[src/rtl/pp_arb_pkg.sv]
package pp_arb_pkg;

  typedef enum logic {
    PREF_LO = 1'b0,
    PREF_HI = 1'b1
  } pref_e;

  // Bit offset of tree level l inside the flattened per-level vector.
  function automatic int lvl_off(input int n_in, input int l);
    int s;
    s = 0;
    for (int k = 0; k < l; k++) s += (n_in >> (2 * k));
    return s;
  endfunction

  // Number of signals at tree level l (level 0 = the inputs).
  function automatic int lvl_width(input int n_in, input int l);
    return n_in >> (2 * l);
  endfunction

endpackage

[src/rtl/pp_node.sv]
module pp_node
  import pp_arb_pkg::*;
(
  input  logic clk,
  input  logic rst,
  input  logic req_lo,
  input  logic req_hi,
  input  logic gnt_in,
  output logic any_req,
  output logic gnt_lo,
  output logic gnt_hi
);

  pref_e pref;
  logic  pick_hi;

  assign any_req = req_lo | req_hi;
  assign pick_hi = req_hi & (~req_lo | (pref == PREF_HI));
  assign gnt_hi  = gnt_in & pick_hi;
  assign gnt_lo  = gnt_in & req_lo & ~pick_hi;

  always_ff @(posedge clk) begin
    if (rst) begin
      pref <= PREF_LO;
    end else if (gnt_in && any_req) begin
      pref <= pick_hi ? PREF_LO : PREF_HI;
    end
  end

  // a node never grants both sides
  p_pair_excl_r2: assert property (@(posedge clk) disable iff (rst)
    !(gnt_lo && gnt_hi));

  // a sole requester wins whenever the parent grants
  p_single_wins_r5: assert property (@(posedge clk) disable iff (rst)
    (gnt_in && req_lo && !req_hi) |-> gnt_lo);

  // preference moves to the losing side after a forwarded grant
  p_pref_moves_lo_r6: assert property (@(posedge clk) disable iff (rst)
    gnt_lo |=> (pref == PREF_HI));
  p_pref_moves_hi_r6: assert property (@(posedge clk) disable iff (rst)
    gnt_hi |=> (pref == PREF_LO));

  // no forwarded grant, no change
  p_pref_hold_r6: assert property (@(posedge clk) disable iff (rst)
    !(gnt_lo || gnt_hi) |=> $stable(pref));

  // reset favours the lower side
  p_reset_pref_r7: assert property (@(posedge clk)
    rst |=> (pref == PREF_LO));

endmodule

[src/rtl/pp_quad_cell.sv]
module pp_quad_cell (
  input  logic       clk,
  input  logic       rst,
  input  logic [3:0] req,
  input  logic       gnt_in,
  output logic [3:0] gnt,
  output logic       any_req
);

  logic [1:0] pair_any;
  logic [1:0] pair_gnt;

  for (genvar p = 0; p < 2; p++) begin : g_pair
    pp_node u_pair (
      .clk    (clk),
      .rst    (rst),
      .req_lo (req[2*p]),
      .req_hi (req[2*p+1]),
      .gnt_in (pair_gnt[p]),
      .any_req(pair_any[p]),
      .gnt_lo (gnt[2*p]),
      .gnt_hi (gnt[2*p+1])
    );
  end

  pp_node u_join (
    .clk    (clk),
    .rst    (rst),
    .req_lo (pair_any[0]),
    .req_hi (pair_any[1]),
    .gnt_in (gnt_in),
    .any_req(any_req),
    .gnt_lo (pair_gnt[0]),
    .gnt_hi (pair_gnt[1])
  );

  // cell grants only its own requesters and only under a parent grant
  p_cell_gnt_r3: assert property (@(posedge clk) disable iff (rst)
    ((gnt & ~req) == 4'b0) && (gnt_in || (gnt == 4'b0)));

endmodule

[src/rtl/pingpong_tree_arb.sv]
module pingpong_tree_arb
  import pp_arb_pkg::*;
#(
  parameter  int LEVELS = 2,
  localparam int N_IN   = 4 ** LEVELS
) (
  input  logic            clk,
  input  logic            rst,
  input  logic [N_IN-1:0] req_i,
  input  logic            grp_gnt_i,
  output logic [N_IN-1:0] gnt_o,
  output logic            grp_req_o
);

  localparam int TOTAL = lvl_off(N_IN, LEVELS + 1);

  // All levels flattened: level 0 = inputs, level LEVELS = the single group line.
  logic [TOTAL-1:0] tr_req;
  logic [TOTAL-1:0] tr_gnt;

  assign tr_req[N_IN-1:0] = req_i;
  assign gnt_o            = tr_gnt[N_IN-1:0];
  assign grp_req_o        = tr_req[TOTAL-1];
  assign tr_gnt[TOTAL-1]  = grp_gnt_i;

  for (genvar l = 0; l < LEVELS; l++) begin : g_lvl
    localparam int OFF_IN  = lvl_off(N_IN, l);
    localparam int OFF_OUT = lvl_off(N_IN, l + 1);
    localparam int N_CELL  = lvl_width(N_IN, l + 1);
    for (genvar c = 0; c < N_CELL; c++) begin : g_cell
      pp_quad_cell u_cell (
        .clk    (clk),
        .rst    (rst),
        .req    (tr_req[OFF_IN + 4*c +: 4]),
        .gnt_in (tr_gnt[OFF_OUT + c]),
        .gnt    (tr_gnt[OFF_IN + 4*c +: 4]),
        .any_req(tr_req[OFF_OUT + c])
      );
    end
  end

  // group request reflects any input request
  p_grp_req_r1: assert property (@(posedge clk) disable iff (rst)
    grp_req_o == (req_i != '0));

  // one-hot-or-zero grant vector
  p_onehot_gnt_r2: assert property (@(posedge clk) disable iff (rst)
    $onehot0(gnt_o));

  // grants only to requesters, and only under the group grant
  p_gnt_to_req_r3: assert property (@(posedge clk) disable iff (rst)
    (gnt_o & ~req_i) == '0);
  p_no_gnt_wo_parent_r3: assert property (@(posedge clk) disable iff (rst)
    !grp_gnt_i |-> (gnt_o == '0));

  // a granted group with requests yields exactly one grant
  p_one_when_granted_r4: assert property (@(posedge clk) disable iff (rst)
    (grp_gnt_i && (req_i != '0)) |-> ($countones(gnt_o) == 1));

endmodule

[config.mk]
export PLATFORM = sky130hd
export DESIGN_NAME = pingpong_tree_arb
export DESIGN_NICKNAME = d
export VERILOG_FILES = /design/src/rtl/pp_arb_pkg.sv /design/src/rtl/pp_node.sv /design/src/rtl/pp_quad_cell.sv /design/src/rtl/pingpong_tree_arb.sv
export SDC_FILE = /design/constraint.sdc
export NUM_CORES = 1
export LEC_CHECK = 0
export ABC_CLOCK_PERIOD_IN_PS = 3000
export BUFFER_PORTS_ARGS = -buffer_cell sky130_fd_sc_hd__buf_2
export CAP_MARGIN = 25
export CORE_ASPECT_RATIO = 1.2
export CORE_MARGIN = 10
export CORE_UTILIZATION = 56
export CTS_BUF_LIST = sky130_fd_sc_hd__clkbuf_4 sky130_fd_sc_hd__clkbuf_8 sky130_fd_sc_hd__clkbuf_16
export CTS_CLUSTER_DIAMETER = 200
export CTS_CLUSTER_SIZE = 30
export DETAILED_ROUTE_END_ITERATION = 10
export PLACE_DENSITY = 0.93
export RECOVER_POWER = 50
export REMOVE_ABC_BUFFERS = 1
export SLEW_MARGIN = 25
export SYNTH_ARGS = -nofsm -noshare
export SYNTH_HDL_FRONTEND = slang
export SYNTH_SLANG_ARGS = --single-unit
[constraint.sdc]
create_clock -name clk -period 3 [get_ports clk]
set_input_delay 0.15 -clock clk [delete_from_list [all_inputs] [get_ports clk]]
set_output_delay 0.15 -clock clk [all_outputs]
set_load 0.01 [all_outputs]
After elaboration in Yosys (flattened, before gate mapping)
Index checks and enable logic that the tools add are counted.
- flip-flop bits (word level): 15
- bits in latches: 0
- memory bits (writable): 0
- memory bits (read-only): 0
- input bits: 19
- output and inout port bits: 17
- word-level logic and storage cells: 165
- memories kept: 0
- add/subtract/negate cells: 0
- $mul: 0
- divide/modulo/power cells: 0
- order comparisons: 0
- equal/unequal tests: 0
- shifts and indexed selects: 0
- muxes and demuxes: 15
- bitwise gates (word level): 120
- reductions and logical operators: 15
- operators with widths (kind ; number):
    $and A1 B1 Y1 ; 60
    $not A1 Y1 ; 30
    $or A1 B1 Y1 ; 30
    $logic_and A1 B1 Y1 ; 15
    $mux W1 ; 15

Longest topological paths before layout
- depth after elaboration: 14
- depth in mapped cells: 6
- gate-level depth less buffers: 4

By module
A second synthesis with hierarchy kept.
- cell total of the unflattened synthesis: 150
- area, all modules: 1032.2 um^2
- modules (own cells, without submodules) (module ; times used ; cells each ; area each (um^2) ; seq. area each (um^2)):
    pp_node ; 15 ; 10 ; 68.8 ; 20.0

Worst setup path after synthesis
OpenSTA, ideal clock, no wires.
- path kind: in2out
- start: input port req_i[8]
- end: output port gnt_o[2]
- arrival time: 1.395 ns
- required time: 2.850 ns
- slack: 1.455 ns
- cell stages on the path: 5
- buffers on the path: 2
- path through: nor4_2 > a21boi_1 > buf_2 > a2111oi_2 > buf_4
- word-level cells in the longest chain between the ends: 11
- RTL lines (item ; RTL line ; text):
    start: declaration ; pingpong_tree_arb.sv:9 ; input logic [N_IN-1:0] req_i,
    $or A1 B1 Y1 (3 in series) ; pp_node.sv:17 ; assign any_req = req_lo | req_hi;
    $and A1 B1 Y1 ; pp_node.sv:18 ; assign pick_hi = req_hi & (~req_lo | (pref == PREF_HI));
    $not A1 Y1 ; pp_node.sv:20 ; assign gnt_lo = gnt_in & req_lo & ~pick_hi;
    $and A1 B1 Y1 (3 in series) ; pp_node.sv:20 ;
    $and A1 B1 Y1 ; pp_node.sv:19 ; assign gnt_hi = gnt_in & pick_hi;
    $and A1 B1 Y1 (2 in series) ; pp_node.sv:20 ;
    end: declaration ; pingpong_tree_arb.sv:11 ; output logic [N_IN-1:0] gnt_o,
Every way passes these cells.

Worst setup path in the final report
- start: register g_lvl[1].g_cell[0].u_cell.u_join.pref
- end: output port gnt_o[10]
- word-level cells in the longest chain between the ends: 8
- RTL lines (item ; RTL line ; text):
    start: declaration ; pp_node.sv:14 ; pref_e pref;
    start signal: assignment ; pp_node.sv:26 ; pref <= pick_hi ? PREF_LO : PREF_HI;
    $or A1 B1 Y1 ; pp_node.sv:18 ;
    $and A1 B1 Y1 ; pp_node.sv:18 ;
    $and A1 B1 Y1 ; pp_node.sv:19 ;
    $and A1 B1 Y1 (2 in series) ; pp_node.sv:20 ;
    $and A1 B1 Y1 ; pp_node.sv:19 ;
    $and A1 B1 Y1 (2 in series) ; pp_node.sv:20 ;
Every way passes these cells.

==> impl_results.md <==
- CP Cell Sequence: a21oi_1, nor2_1, and3_1, buf_2
- Routed WL: 3.03 mm
- Port Buffer Count: 35
- Syn Area/Cell: 8.32 um2
- Post-CTS Resized: 0
- CTS tree: done
- Average wire per standard cell: between 15 and 20 um
- Period utilisation layout: 0.724
- First-pass GRT wire length: around 5.2 mm
- Largest net degree at the start of global routing: 18
- RSZ-0062 raised after global routing: false
- Worst Hold Class: in2reg
- Synth Area in XOR/XNOR: 0
- Die area: around 0.0046 mm2
- Nature of the critical path startpoint: register
- Layout Skew: between 0.0015 and 0.002 ns
- Fill cells: 217
- Syn. warnings: 0
- First drt pass iteration count: 4
- CP max-delay cell: a21oi_1
- Synth area leader: dfxtp_1
- Area added between synthesis and finish: 5.70%
- Yosys reg bits: 15
- Setup tns final: 0 ns
- Power per cell area: 356 mW/mm2
- Unique masters post-synth: 40
- Top fanout value on the critical path: 13
- Number of global-route vias before repair: about 1200
- H-tree Lvls: 1
- CP Class: reg2out
- Worst hold start: req_i[8]
- Hold buffers post-CTS: 0
- Detail Route Antenna Nets: 0
- Layout Nets: 191
- Setup Fix Bufs, Post-CTS: 0
- Post-Synth Adder-Cell Area: 0
- Crit path launch: g_lvl[1].g_cell[0].u_cell.u_join.pref
- Num Clock Sinks: 15
- Clock input transition at the sequential cells of the worst setup and hold paths: roughly 0.09 ns
- Dpl hpwl: roughly 2.4 mm
- Simple-gate share of the synthesized area: 0.330
- Slew HR: 0.290
- WHS: roughly 0.25 ns
- DIE WIDTH: roughly 64 um
- Tot Pwr: 479 uW
- TritonCTS buffer count: 3
- Num ports: 36
- Final slew viol count: 0
- Reg-to-reg critical path startpoint: g_lvl[1].g_cell[0].u_cell.u_join.pref
- Worst Max-Slew Pin Slew: 1.06 ns
- Type of destination of the critical path: output port
- Clk_lat worst skew: approximately 0.3 ns
- Root Buffer: clkbuf_4
- GP Congestion: 0.804
- Mapped Cells: 153
- Core area: 0.00212 mm2
- Crit path required time: ~2.9 ns
- Vias/cell: a little over 6
- Register area: ~300 um2
- Tmin final: about 2.2 ns
- Layout cells sized above 1: 0.281
- Final-report setup violation count: 0
- Multi-input combinational cell area: 792 um2
- First-iteration detailed-routing DRC count: between 60 and 70
- Critical path arrival: approximately 2.0 ns
- Max incr delay on CP: roughly 0.83 ns
- Sequential-to-total area share from yosys stat: 0.236
- Mux share of post-synthesis cell area: 0.0118
- Hold Vio Cnt, Final: 0
- Gr usage total: 0.134
- Leakage power: slightly above 0.0005 uW
- Yosys top cell area share: 0.236
- Routed via count: 1218
- Synth area leaders: dfxtp_1, buf_4, nor3_1, o21bai_1, o21ai_0
- CTS max path bufs: 2
- Die Y: around 72 um
- Synth Area in Compound Gates: 0.296
- Largest family of logic cells by synthesized area: simple AND/OR/NAND/NOR gates
- Starting Density: 0.601
- Antenna violations before repair: 0
- Status: complete, no violations
- Max-cap violations: 0
- Num rows: 18
- Ant diodes: 0
- Residual DRC: 0
- GR Overflow Total: 0
- Worst vdd ir: roughly 260 uV
- Achievable Freq: between 0.4 and 0.5 GHz
- Netlist Area Pre-Place: between 0.001 and 0.0015 mm2
## where the power goes
| group | switching, uW | internal [uW] |
|---|---|---|
| logic | 75.6 | 48.0 |
| registers | 10.6 | 211 |
| clock network | 73.1 | 61.0 |
| total | 159 | 320 |
## area by class of cell
cell class,count,share of cell area
Clock buffer,4,0.0223
Inverter,5,0.0140
Multi-Input combinational cell,112,0.589
Sequential cell,15,0.223
Tap cell,30,0.0279
Timing Repair Buffer,35,0.124
## Yosys cell counts (all sizes together)
| library cell | instances |
|---|---|
| clkbuf | 3 |
| nor3 | 17 |
| o21a | 3 |
| or4 | 4 |
| o31ai | 1 |
| dfxtp | 15 |
| and3 | 5 |
| nand3 | 8 |
| a21oi | 5 |
| nor3b | 8 |
| mux2 | 1 |
| o41ai | 2 |
| or2b | 1 |
| o2111ai | 2 |
| o22a | 1 |
| o211ai | 2 |
| a21o | 1 |
| o21bai | 7 |
| inv | 5 |
| nand2b | 3 |
| a311oi | 1 |
| a21boi | 1 |
| nor2b | 1 |
| a2111oi | 3 |
| buf | 18 |
| a31oi | 5 |
| nand4 | 1 |
| nor4 | 4 |
| o2111a | 1 |
| nand2 | 7 |
| nor2 | 5 |
| o21ai | 11 |
| o221ai | 1 |
## worst max-delay path, delay by kind of cell (launching register included)
kind | cells | cell delay, ns
DFF | 1 | 0.37
buffers and inverters | 1 | 0.13
AOI/OAI and AO/OA | 1 | 0.83
and+or+nand+nor | 2 | 0.39
## state kept, by name, summed over array words and instances (netlist names)
register                                flops
g_lvl.g_cell.u_cell.g_pair.u_pair.pref     10
g_lvl.g_cell.u_cell.u_join.pref             5
## cells in the final DEF, fill, tap and decap left out, types with 2 or more instances in the layout
cell type   n
buf_2      28
dfxtp_1    15
nor3_1     14
o21ai_0    11
nand3_1     8
nand2_1     7
o21bai_1    7
clkbuf_1    7
nor3b_1     6
inv_1       5
nor2_1      5
and3_1      5
a21oi_1     5
a31oi_1     5
clkbuf_4    4
or4_1       3
nand2b_1    3
nor3_2      3
a2111oi_2   3
o21a_1      3
nor4_2      2
o41ai_2     2
o2111ai_1   2
o211ai_1    2
nor3b_2     2
## kinds of logic after synthesis
logic type	Yosys count
simple gates	64
compound gates	47
buf+inv	26
flops	15
mux	1
## path summary, 6_finish.rpt
path,cells past startpoint,end,slack [ns]
setup reg to reg,3,g_lvl[0].g_cell[1].u_cell.g_pair[0].u_pair.pref,1.31
hold reg to reg,2,g_lvl[0].g_cell[0].u_cell.u_join.pref,0.54
setup / recovery,4,gnt_o[10],0.83
hold / removal,4,g_lvl[1].g_cell[0].u_cell.u_join.pref,0.25
## per-layer routing
metal	share of wire	up-vias	wire, um	GRT usage
met4	0.024	0	74	0.0827
met3	0.038	9	114	0.0230
li1	-	607	-	-
met5	0	-	0	0
met1	0.41	567	1250	0.138
met2	0.52	35	1590	0.246
## per-stage QoR
| stage | setup WS [ns] | std cells | area [um2] | util |
|---|---|---|---|---|
| finish | 0.827 | 201 | 1350 | 0.635 |
| global route | 0.649 | 201 | 1350 | 0.635 |
| CTS | 0.750 | 201 | 1370 | 0.649 |
| detailed placement | 1.04 | 197 | 1340 | 0.635 |
| global placement | 1.11 | 197 | 1340 | 0.635 |
| floorplan | 1.43 | 132 | 1130 | - |
No activity file was read; power rests on OpenSTA's default activity.
